===== src/rtl/slg_pkg.sv =====
package slg_pkg;

  // Strobes passed from control to datapath each cycle.
  typedef struct packed {
    logic ldWrite;    // capture load address/tag into the selected slot
    logic stSnoop;    // compare store address against every slot
    logic chkLookup;  // compare check tag against every slot
  } slgStrobe_t;

endpackage


===== src/rtl/spec_ld_guard_dp.sv =====
module spec_ld_guard_dp
  import slg_pkg::*;
#(
  parameter int ENTRIES = 8,
  parameter int REG_W   = 5,
  parameter int ADDR_W  = 32,
  parameter int DW_LSB  = 3,
  localparam int IDX_W  = (ENTRIES > 1) ? $clog2(ENTRIES) : 1,
  localparam int LINE_W = ADDR_W - DW_LSB
) (
  input  logic               clk,
  input  slgStrobe_t         strobe,
  input  logic [IDX_W-1:0]   wrIdx,
  input  logic [REG_W-1:0]   ldReg,
  input  logic [ADDR_W-1:0]  ldAddr,
  input  logic [ADDR_W-1:0]  stAddr,
  input  logic [REG_W-1:0]   chkReg,
  output logic [ENTRIES-1:0] ldTagVec,
  output logic [ENTRIES-1:0] chkTagVec,
  output logic [ENTRIES-1:0] stHitVec
);

  logic [LINE_W-1:0] ldLine;
  logic [LINE_W-1:0] stLine;

  assign ldLine = ldAddr[ADDR_W-1:DW_LSB];
  assign stLine = stAddr[ADDR_W-1:DW_LSB];

  for (genvar gi = 0; gi < ENTRIES; gi++) begin : g_slot
    logic [REG_W-1:0]  tagQ;
    logic [LINE_W-1:0] lineQ;

    always_ff @(posedge clk) begin
      if (strobe.ldWrite && (wrIdx == IDX_W'(gi))) begin
        tagQ  <= ldReg;
        lineQ <= ldLine;
      end
    end

    assign ldTagVec[gi]  = strobe.ldWrite   && (tagQ == ldReg);
    assign chkTagVec[gi] = strobe.chkLookup && (tagQ == chkReg);
    assign stHitVec[gi]  = strobe.stSnoop   && (lineQ == stLine);
  end

endmodule


===== src/rtl/spec_ld_guard_ctrl.sv =====
module spec_ld_guard_ctrl
  import slg_pkg::*;
#(
  parameter int ENTRIES = 8,
  localparam int IDX_W  = (ENTRIES > 1) ? $clog2(ENTRIES) : 1
) (
  input  logic               clk,
  input  logic               rst,
  input  logic               ldValid,
  input  logic               stValid,
  input  logic               chkValid,
  input  logic [ENTRIES-1:0] ldTagVec,
  input  logic [ENTRIES-1:0] chkTagVec,
  input  logic [ENTRIES-1:0] stHitVec,
  output slgStrobe_t         strobe,
  output logic [IDX_W-1:0]   wrIdx,
  output logic [ENTRIES-1:0] entryValid,
  output logic               rspValid,
  output logic               rspPass
);

  logic [ENTRIES-1:0] validQ;
  // olderQ[i][j] set: slot i was recorded before slot j
  logic [ENTRIES-1:0] olderQ [ENTRIES];

  logic [ENTRIES-1:0] sameTagVec;
  logic [ENTRIES-1:0] freeVec;
  logic [ENTRIES-1:0] oldestVec;
  logic [ENTRIES-1:0] chkHitVec;
  logic [ENTRIES-1:0] killVec;
  logic [ENTRIES-1:0] validD;
  logic               chkPassNow;

  function automatic logic [IDX_W-1:0] firstSet(input logic [ENTRIES-1:0] vec);
    logic [IDX_W-1:0] idx;
    idx = '0;
    for (int k = ENTRIES - 1; k >= 0; k--) begin
      if (vec[k]) idx = IDX_W'(k);
    end
    return idx;
  endfunction

  assign strobe.ldWrite   = ldValid;
  assign strobe.stSnoop   = stValid;
  assign strobe.chkLookup = chkValid;

  assign sameTagVec = ldTagVec & validQ;
  assign freeVec    = ~validQ;
  assign chkHitVec  = chkTagVec & validQ;
  assign chkPassNow = |(chkHitVec & ~stHitVec);

  always_comb begin
    for (int i = 0; i < ENTRIES; i++) begin
      oldestVec[i] = validQ[i];
      for (int j = 0; j < ENTRIES; j++) begin
        if ((j != i) && validQ[j] && !olderQ[i][j]) oldestVec[i] = 1'b0;
      end
    end
  end

  always_comb begin
    if (|sameTagVec)   wrIdx = firstSet(sameTagVec);
    else if (|freeVec) wrIdx = firstSet(freeVec);
    else               wrIdx = firstSet(oldestVec);
  end

  always_comb begin
    killVec = stHitVec | (chkValid ? chkHitVec : '0);
    for (int i = 0; i < ENTRIES; i++) begin
      if (ldValid && (wrIdx == IDX_W'(i))) validD[i] = 1'b1;
      else                                 validD[i] = validQ[i] & ~killVec[i];
    end
  end

  always_ff @(posedge clk) begin
    if (rst) begin
      validQ   <= '0;
      rspValid <= 1'b0;
      rspPass  <= 1'b0;
      for (int i = 0; i < ENTRIES; i++) olderQ[i] <= '0;
    end else begin
      validQ   <= validD;
      rspValid <= chkValid;
      rspPass  <= chkValid & chkPassNow;
      if (ldValid) begin
        for (int j = 0; j < ENTRIES; j++) begin
          if (wrIdx != IDX_W'(j)) begin
            olderQ[j][wrIdx] <= 1'b1;
            olderQ[wrIdx][j] <= 1'b0;
          end
        end
      end
    end
  end

  assign entryValid = validQ;

endmodule


===== src/rtl/spec_ld_guard.sv =====
module spec_ld_guard
  import slg_pkg::*;
#(
  parameter int ENTRIES = 8,
  parameter int REG_W   = 5,
  parameter int ADDR_W  = 32,
  parameter int DW_LSB  = 3,
  localparam int IDX_W  = (ENTRIES > 1) ? $clog2(ENTRIES) : 1
) (
  input  logic              clk,
  input  logic              rst,
  input  logic              ldValid,
  input  logic [REG_W-1:0]  ldReg,
  input  logic [ADDR_W-1:0] ldAddr,
  input  logic              stValid,
  input  logic [ADDR_W-1:0] stAddr,
  input  logic              chkValid,
  input  logic [REG_W-1:0]  chkReg,
  output logic              rspValid,
  output logic              rspPass
);

  slgStrobe_t         strobe;
  logic [IDX_W-1:0]   wrIdx;
  logic [ENTRIES-1:0] ldTagVec;
  logic [ENTRIES-1:0] chkTagVec;
  logic [ENTRIES-1:0] stHitVec;
  logic [ENTRIES-1:0] entryValid;

  spec_ld_guard_ctrl #(.ENTRIES(ENTRIES)) u_ctrl (
    .clk        (clk),
    .rst        (rst),
    .ldValid    (ldValid),
    .stValid    (stValid),
    .chkValid   (chkValid),
    .ldTagVec   (ldTagVec),
    .chkTagVec  (chkTagVec),
    .stHitVec   (stHitVec),
    .strobe     (strobe),
    .wrIdx      (wrIdx),
    .entryValid (entryValid),
    .rspValid   (rspValid),
    .rspPass    (rspPass)
  );

  spec_ld_guard_dp #(
    .ENTRIES (ENTRIES),
    .REG_W   (REG_W),
    .ADDR_W  (ADDR_W),
    .DW_LSB  (DW_LSB)
  ) u_dp (
    .clk       (clk),
    .strobe    (strobe),
    .wrIdx     (wrIdx),
    .ldReg     (ldReg),
    .ldAddr    (ldAddr),
    .stAddr    (stAddr),
    .chkReg    (chkReg),
    .ldTagVec  (ldTagVec),
    .chkTagVec (chkTagVec),
    .stHitVec  (stHitVec)
  );

endmodule


===== config.mk =====
export PLATFORM = sky130hd
export DESIGN_NAME = spec_ld_guard
export DESIGN_NICKNAME = d
export VERILOG_FILES = /design/src/rtl/slg_pkg.sv /design/src/rtl/spec_ld_guard_dp.sv /design/src/rtl/spec_ld_guard_ctrl.sv /design/src/rtl/spec_ld_guard.sv
export SDC_FILE = /design/constraint.sdc
export NUM_CORES = 1
export LEC_CHECK = 0
export BUFFER_PORTS_ARGS = -buffer_cell sky130_fd_sc_hd__buf_4
export CELL_PAD_IN_SITES_DETAIL_PLACEMENT = 0
export CELL_PAD_IN_SITES_GLOBAL_PLACEMENT = 1
export CORE_MARGIN = 2
export CORE_UTILIZATION = 28
export CTS_CLUSTER_DIAMETER = 30
export CTS_CLUSTER_SIZE = 12
export DETAILED_ROUTE_END_ITERATION = 6
export PLACE_DENSITY_LB_ADDON = 0.1
export SLEW_MARGIN = 20
export SYNTH_ARGS = -nofsm -noshare
export SYNTH_HDL_FRONTEND = slang
export SYNTH_HIERARCHICAL = 1
export SYNTH_SLANG_ARGS = --single-unit

===== constraint.sdc =====
create_clock -name clk -period 5.35 [get_ports clk]
set_input_delay 0.8025 -clock clk [delete_from_list [all_inputs] [get_ports clk]]
set_output_delay 0.8025 -clock clk [all_outputs]
set_load 0.05 [all_outputs]

==> flow_metrics.env, run 1 <==
export IMPL_postCtsSetupRepairBufs=0
export IMPL_start_util_pct=28.15
export IMPL_slowest_delay_ns=0.62
export IMPL_fin_crit_ns=4.064
export IMPL_status="completed"
export IMPL_synth_area_mm2=0.01506
export IMPL_drive_above_1_share_pct=21.36
export IMPL_clk_pin_slew_ns=0.04
export IMPL_cts_tree="yes"
export IMPL_synth_common_cells="edfxtp_1, xor2_1, xnor2_1"
export IMPL_grt_pass1_wl_um=66970
export IMPL_ys_async_sr_fraction_pct=0
export IMPL_setup_tns_ns=0
export IMPL_cpMaxStageDelayCell="nand2b_1"
export IMPL_cpMostUsedCell="nor4_1"
export IMPL_slew_headroom_pct=47.89
export IMPL_hold_path_class="in2reg"
export IMPL_synth_ff_type="edfxtp_1"
export IMPL_die_x_um=235.9
export IMPL_area_growth_pct=28.84
export IMPL_path_cells="buf_4 -> xor2_1 -> nor4_1 -> and3_1 -> a22oi_1 -> and4_1 -> o21ai_0 -> nor4_1 -> o21a_1 -> nand2b_1 -> nand2_1 -> nor2_4 -> buf_12"
export IMPL_core_mm2=0.05350
export IMPL_hold_buffers=0
export IMPL_grtUsageTotal_pct=16.82
export IMPL_drt_iter0_markers=544
export IMPL_nNetsFinal=1282
export IMPL_syn_num_nets=1161
export IMPL_maxCapViolations=0
export IMPL_path_max_fanout=20
export IMPL_wl_um=46520
export IMPL_max_freq_mhz=246.1
export IMPL_powerDensity_mw_per_mm2=455.3
export IMPL_drc=0
export IMPL_synthDistinctLibCells=60
export IMPL_rsz0062_at_grt="false"
export IMPL_fin_cells=1979
export IMPL_min_from="ldAddr[20]"
export IMPL_regToRegSetupSlack_ns=1.34
export IMPL_hold_violations=0
export IMPL_worstPathArrival_ns=4.36
export IMPL_post_cts_resized=0
export IMPL_clock_latency_ns=0.61
export IMPL_ys_ff_latch=338
export IMPL_syn_inst=1082
export IMPL_ys_seq_area_share_pct=63.01
export IMPL_synth_edf_count=272
export IMPL_crit_start="ldReg[3]"
export IMPL_drv_slew=0
export IMPL_io_pins=81
export IMPL_wl_per_cell_um=23.51
export IMPL_antenna_found_initial=0
export IMPL_path_class="in2reg"
export IMPL_synth_top_area_share_pct=54.23
export IMPL_p_leak_nw=7.090
export IMPL_drt_antenna_violating_nets=0
export IMPL_yosys_warnings=6
export IMPL_dpl_cell_count=1799
export IMPL_drtPass1Iterations=5
export IMPL_crit_required_ns=5.65
export IMPL_yosysTopAreaCell="edfxtp_1"
export IMPL_cts_buffers=98
export IMPL_ir_drop_mv=0.2622
export IMPL_cts_root_buffer="clkbuf_16"
export IMPL_place_gp_congestion=0.7881
export IMPL_die_h_um=235.9
export IMPL_r2r_start="u_dp/g_slot[7].tagQ[4]"
export IMPL_tightestPinTransition_ns=0.7746
export IMPL_cts_buffer_depth=3
export IMPL_overflow=0
export IMPL_whs_ns=0.4416
export IMPL_vias_per_cell=4.608
export IMPL_setup_viol=0
export IMPL_via_count=9120
export IMPL_syn_area_per_cell_um2=13.92
export IMPL_antenna_cells=0
export IMPL_dp_hpwl_um=30650
export IMPL_grt_max_degree=35
export IMPL_startpoint_type="input pin"
export IMPL_critPathCaptureType="register"
export IMPL_clock_sinks=338
export IMPL_synth_area_top_cells="edfxtp_1, xor2_1, dfxtp_1, xnor2_1, nor4_1"
export IMPL_fin_crit_sh_pct=75.96
export IMPL_fin_skew_ns=0.02313
export IMPL_grt_pass1_vias=9570
export IMPL_dieArea_mm2=0.05566
export IMPL_rows=85
export IMPL_htree_levels=3
export IMPL_yosysMostFrequentCell="edfxtp_1"
export IMPL_io_buffers=74
-- per-layer routing --
| layer | global-route usage (%) | vias up | share of wire (%) |
|---|---|---|---|
| met5 | 0 | - | 0 |
| met4 | 5.404 | 0 | 2.3 |
| met3 | 3.721 | 73 | 3.6 |
| met2 | 28.04 | 195 | 49 |
| met1 | 21.68 | 4592 | 45 |
| li1 | - | 4260 | - |
-- kinds of logic (layout without fill, tap and decap cells) --
| kind of cell | Yosys count | count (layout) | share of synthesized area (%) |
|---|---|---|---|
| DFF | 338 | 338 | 63.01 |
| xor gates and xnor gates | 312 | 312 | 18.14 |
| and+or+nand+nor | 234 | 234 | 9.463 |
| AOI/OAI and AO/OA | 115 | 115 | 5.948 |
| buffers and inverters | 83 | 284 | 3.439 |
-- worst max-delay path: cells and delay by family --
family / cells / cell delay, ns
simple gates: 7 / 2.15
buf+inv: 2 / 0.48
xor+xnor: 1 / 0.18
compound gates: 3 / 0.72
-- where the power goes --
group / internal [mW] / switching [mW]
Clock: 3.81 / 1.65
Sequential: 2.91 / 0.0305
Combinational: 0.150 / 0.285
-- layout make-up --
cell class	count	area (µm²)
Tap cell	696	870.8
Clock buffer	118	2621
Multi-Input combinational cell	661	5109
Sequential cell	338	9489
Inverter	16	66.31
Timing Repair Buffer	88	710.7
Fill cell	5151	34090
Clock inverter	62	538.0
-- stage by stage --
stage                     power, mW  instance area (µm²)  util (%)  setup slack, ns
after floorplan               3.243                15060         -         -0.08787
after global placement        3.434                16250     30.37           0.6532
after detailed placement      3.434                16250     30.37           0.6650
after CTS                     8.961                19400     36.27            1.297
after global routing          9.139                19400     36.27            1.066
final                         8.836                19400     36.27            1.286
-- cell usage in the layout, fill, tap and decap left out, types with 4 or more instances in the layout --
master	instances
inv_1	8
buf_4	84
clkinv_1	23
dfxtp_1	66
nor3_1	7
and4_1	6
edfxtp_1	272
nor2_1	17
xnor2_1	88
nor2_4	6
nand2b_1	25
nor4_2	12
nand2_1	32
nand4_1	31
nor4_1	58
o211a_1	21
clkinv_2	30
o21a_1	13
bufinv_16	8
a22oi_1	5
xor2_1	224
clkbuf_16	101
a31o_2	7
and3_1	18
clkbuf_1	14
o2111ai_1	7
nand3_1	8
o22ai_1	8
buf_12	4
a21oi_1	14
o21ai_0	11
-- final timing paths --
check / to / cells past startpoint
worst max-delay path: u_dp/g_slot[3].lineQ[2] / 13
worst min-delay path: u_dp/g_slot[5].lineQ[17] / 1
worst max register to register: u_dp/g_slot[3].lineQ[2] / 12
worst min register to register: u_ctrl/olderQ[0][5] / 1
-- sequential cells by signal (all words and copies together) (netlist names) --
| signal | cells |
|---|---|
| u_ctrl/entryValid | 8 |
| u_ctrl/olderQ | 56 |
| u_ctrl/rspPass | 1 |
| u_ctrl/rspValid | 1 |
| u_dp/g_slot.lineQ | 232 |
| u_dp/g_slot.tagQ | 40 |
(Power assumes the default switching activity.)
==> inputs of run 2 (changes only) <==
==> constraint.sdc (replaced) <==
create_clock -name clk -period 4.2 [get_ports clk]
set_input_delay 0.63 -clock clk [delete_from_list [all_inputs] [get_ports clk]]
set_output_delay 0.63 -clock clk [all_outputs]
set_load 0.05 [all_outputs]
==> flow_metrics.env, run 2 (same netlist as run 1, synthesis figures left out) <==
export IMPL_rsz0062_at_grt="false"
export IMPL_cp_top_family="simple AND/OR/NAND/NOR gates"
export IMPL_setup_ws_ns=0.5010
export IMPL_placed_area_mm2=0.01660
export IMPL_place_gp_congestion=0.7537
export IMPL_r2r_start="u_dp/g_slot[5].tagQ[2]"
export IMPL_fin_crit_ns=3.699
export IMPL_core_mm2=0.05350
export IMPL_crit_start="u_dp/g_slot[5].tagQ[2]"
export IMPL_fin_area_mm2=0.01988
export IMPL_io_buffers=74
export IMPL_nFillCells=5150
export IMPL_drtPass1Iterations=5
export IMPL_wl_per_cell_um=23.21
export IMPL_p_clk_share_pct=62.3
export IMPL_pwr_share_seq_pct=32.7
export IMPL_final_cell_mix="edfxtp_1, xor2_1, buf_4"
export IMPL_grt_pass1_wl_um=67550
export IMPL_drc=0
export IMPL_hold_violations=0
export IMPL_gr_usage_met2_pct=28.66
export IMPL_fin_util_pct=37.16
export IMPL_critPathCaptureType="register"
export IMPL_status="completed"
export IMPL_antenna_found_initial=0
export IMPL_antenna_cells=0
export IMPL_die_x_um=235.9
export IMPL_startpoint_type="register"
export IMPL_die_h_um=235.9
export IMPL_clk_pin_slew_ns=0.04
export IMPL_p_sw_mw=2.512
export IMPL_top_regs="u_dp/g_slot.lineQ (232), u_ctrl/olderQ (56), u_dp/g_slot.tagQ (40)"
export IMPL_final_common_cell="edfxtp_1"
export IMPL_slew_headroom_pct=48.66
export IMPL_grt_busiest_layer="met2"
export IMPL_intPower_mw=8.969
export IMPL_path_class="reg2reg"
export IMPL_use_met3_pct=3.839
export IMPL_hold_buffers=0
export IMPL_rows=85
export IMPL_cts_root_buffer="clkbuf_16"
export IMPL_clock_latency_ns=0.62
export IMPL_post_place_ws_ns=0.08839
export IMPL_drive_above_1_share_pct=23.28
export IMPL_p_leak_nw=7.311
export IMPL_overflow=0
export IMPL_dp_hpwl_um=31330
export IMPL_clock_sinks=338
export IMPL_crit_required_ns=4.66
export IMPL_fin_skew_ns=0.03737
export IMPL_maxCapViolations=0
export IMPL_grt_pass1_vias=9657
export IMPL_cts_buffers=100
export IMPL_max_freq_mhz=270.3
export IMPL_cts_buffer_depth=3
export IMPL_combPwrFrac_pct=5.0
export IMPL_area_growth_pct=31.98
export IMPL_path_max_fanout=12
export IMPL_netSwitchingFraction_pct=21.88
export IMPL_start_util_pct=28.15
export IMPL_tightestPinTransition_ns=0.7630
export IMPL_drt_antenna_violating_nets=0
export IMPL_grt_max_degree=37
export IMPL_post_cts_resized=0
export IMPL_min_from="ldAddr[20]"
export IMPL_power_mw=11.48
export IMPL_worstPathArrival_ns=4.16
export IMPL_cpMaxStageDelayCell="and4_1"
export IMPL_setup_tns_ns=0
export IMPL_drt_iter0_markers=517
export IMPL_powerDensity_mw_per_mm2=577.6
export IMPL_hold_path_class="in2reg"
export IMPL_cp_num_buf_inv=2
export IMPL_postCtsSetupRepairBufs=0
export IMPL_multi_input_area_mm2=0.005121
export IMPL_slowest_delay_ns=0.58
export IMPL_via_count=9288
export IMPL_wl_um=46850
export IMPL_vias_per_cell=4.600
export IMPL_io_pins=81
export IMPL_largest_reg_flops=232
export IMPL_nNetsFinal=1320
export IMPL_fin_crit_sh_pct=88.07
export IMPL_final_seq_area_mm2=0.009489
export IMPL_dieArea_mm2=0.05566
export IMPL_ir_drop_mv=0.3853
export IMPL_top_register="u_dp/g_slot.lineQ"
export IMPL_grtUsageTotal_pct=16.97
export IMPL_use_met1_pct=21.51
export IMPL_cts_tree="yes"
export IMPL_drv_slew=0
export IMPL_path_cells="xor2_1 -> nor4_1 -> buf_4 -> and3_1 -> a22oi_1 -> and4_1 -> o21ai_0 -> nor4_1 -> o21a_1 -> nand2b_1 -> buf_4 -> and4_1 -> o21ai_0"
export IMPL_setup_viol=0
export IMPL_htree_levels=3
-- run 2: final timing paths --
kind                              endpoint  slack [ns]  cells past startpoint
setup / recovery       u_ctrl/olderQ[7][0]        0.50                     13
setup reg to reg       u_ctrl/olderQ[7][0]        0.50                     13
hold reg to reg        u_ctrl/olderQ[0][5]        0.45                      1
hold / removal    u_dp/g_slot[3].lineQ[17]        0.26                      1
-- run 2: area by class of cell --
| cell class | count | area share [%] |
|---|---|---|
| clock inverter | 48 | 2.681 |
| multi-input combinational | 661 | 25.76 |
| clock buffer | 136 | 13.79 |
| sequential | 338 | 47.74 |
| timing repair buffer | 124 | 5.313 |
| inverter | 16 | 0.3336 |
| tap | 696 | 4.381 |
-- run 2: through the flow --
stage | std cells | hold WS [ns]
final | 2019 | 0.2587
after global routing | 2019 | 0.2445
after CTS | 2019 | 0.2305
after detailed placement | 1835 | 0.4372
after global placement | 1835 | 0.4294
after floorplan | 1082 | 0.4207
-- run 2: routing by layer --
metal / up-vias / wire [µm]
met5: - / 0
met4: 0 / 1134
met3: 79 / 1766
met2: 211 / 23120
met1: 4674 / 20830
li1: 4324 / -
-- run 2: worst reg2reg max path, stage by stage (launching register included) --
cell and delay, ns:
edfxtp_1 0.41, xor2_1 0.16, nor4_1 0.07, buf_4 0.14, and3_1 0.19, a22oi_1 0.32, and4_1 0.29, o21ai_0 0.14
nor4_1 0.20, o21a_1 0.25, nand2b_1 0.36, buf_4 0.26, and4_1 0.58, o21ai_0 0.19
-- run 2: power by group through the flow --
stage                     clock network [mW]  logic [mW]  registers [mW]
final                                   7.15       0.577            3.75
after global routing                    7.48       0.632            3.75
after global placement                     0       0.595            3.80
after detailed placement                   0       0.595            3.80
after CTS                               7.28       0.597            3.75
after floorplan                            0       0.334            3.80
==> inputs of run 3 (changes only) <==
--- a/config.mk
+++ b/config.mk
@@ -13,6 +13,7 @@
 export CTS_CLUSTER_DIAMETER = 30
 export CTS_CLUSTER_SIZE = 12
 export DETAILED_ROUTE_END_ITERATION = 6
+export MAX_ROUTING_LAYER = met4
 export PLACE_DENSITY_LB_ADDON = 0.1
 export SLEW_MARGIN = 20
 export SYNTH_ARGS = -nofsm -noshare
==> flow_metrics.env, run 3 (same netlist as run 1, synthesis figures left out) <==
export IMPL_maxCapViolations=0
export IMPL_nNetsFinal=1320
export IMPL_drt_antenna_violating_nets=0
export IMPL_slew_headroom_pct=46.91
export IMPL_wl_per_cell_um=23.12
export IMPL_post_cts_resized=0
export IMPL_clock_sinks=338
export IMPL_multi_input_area_mm2=0.005121
export IMPL_cts_root_buffer="clkbuf_16"
export IMPL_vias_per_cell=4.575
export IMPL_dpl_cell_count=1835
export IMPL_fin_crit_sh_pct=87.00
export IMPL_antenna_cells=0
export IMPL_r2r_end="u_ctrl/olderQ[7][0]"
export IMPL_fin_cells=2019
export IMPL_grt_max_degree=37
export IMPL_p_leak_nw=7.311
export IMPL_grt_pass1_vias=9635
export IMPL_min_from="ldAddr[20]"
export IMPL_cp_num_buf_inv=2
export IMPL_crit_required_ns=4.66
export IMPL_top_regs="u_dp/g_slot.lineQ (232), u_ctrl/olderQ (56), u_dp/g_slot.tagQ (40)"
export IMPL_rows=85
export IMPL_grt_pass1_wl_um=67550
export IMPL_io_pins=81
export IMPL_slowest_delay_ns=0.56
export IMPL_startpoint_type="register"
export IMPL_path_max_fanout=12
export IMPL_critPathCaptureType="register"
export IMPL_cpMaxStageDelayCell="and4_1"
export IMPL_drv_slew=0
export IMPL_cts_tree="yes"
export IMPL_fin_skew_ns=0.03626
export IMPL_hold_violations=0
export IMPL_htree_levels=3
export IMPL_clock_latency_ns=0.62
export IMPL_whs_ns=0.2591
export IMPL_drtPass1Iterations=4
export IMPL_grtUsageTotal_pct=17.47
export IMPL_top_register="u_dp/g_slot.lineQ"
export IMPL_die_h_um=235.9
export IMPL_final_cell_mix="edfxtp_1, xor2_1, buf_4"
export IMPL_hold_depth=1
export IMPL_path_class="reg2reg"
export IMPL_fin_crit_ns=3.654
export IMPL_powerDensity_mw_per_mm2=577.3
export IMPL_drive_above_1_share_pct=23.28
export IMPL_io_buffers=74
export IMPL_wl_met2_um=23140
export IMPL_antenna_found_initial=0
export IMPL_nFillCells=5150
export IMPL_met3WireLength_um=1852
export IMPL_area_growth_pct=31.98
export IMPL_cts_buffers=100
export IMPL_status="completed"
export IMPL_overflow=0
export IMPL_die_x_um=235.9
export IMPL_dp_hpwl_um=31330
export IMPL_setup_tns_ns=0
export IMPL_setup_viol=0
export IMPL_start_util_pct=28.15
export IMPL_hold_path_class="in2reg"
export IMPL_drt_iter0_markers=509
export IMPL_r2r_cells=13
export IMPL_largest_reg_flops=232
export IMPL_max_freq_mhz=273.7
export IMPL_tightestPinTransition_ns=0.7891
export IMPL_path_depth=13
export IMPL_cts_buffer_depth=3
export IMPL_highest_layer="met4"
export IMPL_wl_um=46670
export IMPL_final_seq_area_mm2=0.009489
export IMPL_rsz0062_at_grt="false"
export IMPL_ir_drop_mv=0.3863
export IMPL_dieArea_mm2=0.05566
export IMPL_regToRegSetupSlack_ns=0.55
export IMPL_path_cells="xor2_1 -> nor4_1 -> buf_4 -> and3_1 -> a22oi_1 -> and4_1 -> o21ai_0 -> nor4_1 -> o21a_1 -> nand2b_1 -> buf_4 -> and4_1 -> o21ai_0"
export IMPL_worstPathArrival_ns=4.11
export IMPL_whs_endpoint="u_dp/g_slot[7].lineQ[17]"
export IMPL_met1Wirelength_um=20540
export IMPL_cp_top_family="simple AND/OR/NAND/NOR gates"
export IMPL_clk_pin_slew_ns=0.04
export IMPL_postCtsSetupRepairBufs=0
export IMPL_final_common_cell="edfxtp_1"
export IMPL_drc=0
export IMPL_r2r_start="u_dp/g_slot[5].tagQ[3]"
export IMPL_core_mm2=0.05350
export IMPL_hold_buffers=0
export IMPL_via_count=9237
export IMPL_place_gp_congestion=0.7634
## run 3: per-layer routing
| metal | global-route usage (%) | up-vias |
|---|---|---|
| met5 | - | - |
| met3 | 3.803 | 82 |
| li1 | - | 4323 |
| met4 | 5.424 | 0 |
| met2 | 28.75 | 200 |
| met1 | 21.43 | 4632 |
## run 3: power breakdown
group          leakage, nW  total [mW]  internal, mW  switching, mW
clock                 1.59        7.15          5.05           2.10
sequential            3.01        3.75          3.71         0.0365
combinational         2.71       0.576         0.208          0.368
## run 3: worst register-to-register path: stages, from the launching register on
cell	delay (ns)
edfxtp_1	0.40
xor2_1	0.16
nor4_1	0.07
buf_4	0.13
and3_1	0.19
a22oi_1	0.32
and4_1	0.29
o21ai_0	0.14
nor4_1	0.20
o21a_1	0.25
nand2b_1	0.35
buf_4	0.26
and4_1	0.56
o21ai_0	0.19
## run 3: how the worst max path moves through the flow
stage,from,slack (ns),end
3_5_place_dp,ldReg[1],0.09,u_ctrl/olderQ[7][0]
3_3_place_gp,ldReg[2],0.11,u_ctrl/olderQ[7][0]
2_1_floorplan,ldReg[3],-0.34,u_dp/g_slot[6].lineQ[0]
6_report,u_dp/g_slot[5].tagQ[3],0.55,u_ctrl/olderQ[7][0]
5_1_grt,u_dp/g_slot[5].tagQ[2],0.25,u_ctrl/olderQ[7][0]
4_1_cts,u_dp/g_slot[5].tagQ[3],0.55,u_ctrl/olderQ[7][0]
## run 3: layout make-up
cell class	count	share of cell area, %
Clock buffer	136	13.79
Clock inverter	48	2.681
Inverter	16	0.3336
Multi-Input combinational cell	661	25.76
Sequential cell	338	47.74
Tap cell	696	4.381
Timing Repair Buffer	124	5.313
## run 3: per-stage QoR
stage / util (%) / worst slack, ns / power (mW) / cell area [µm²]
after detailed placement: 31.04 / 0.08839 / 4.397 / 16600
final: 37.16 / 0.5459 / 11.48 / 19880
after floorplan: - / -0.3365 / 4.130 / 15070
after global routing: 37.16 / 0.2485 / 11.87 / 19880
after global placement: 31.04 / 0.1093 / 4.397 / 16600
after CTS: 37.16 / 0.5520 / 11.63 / 19880
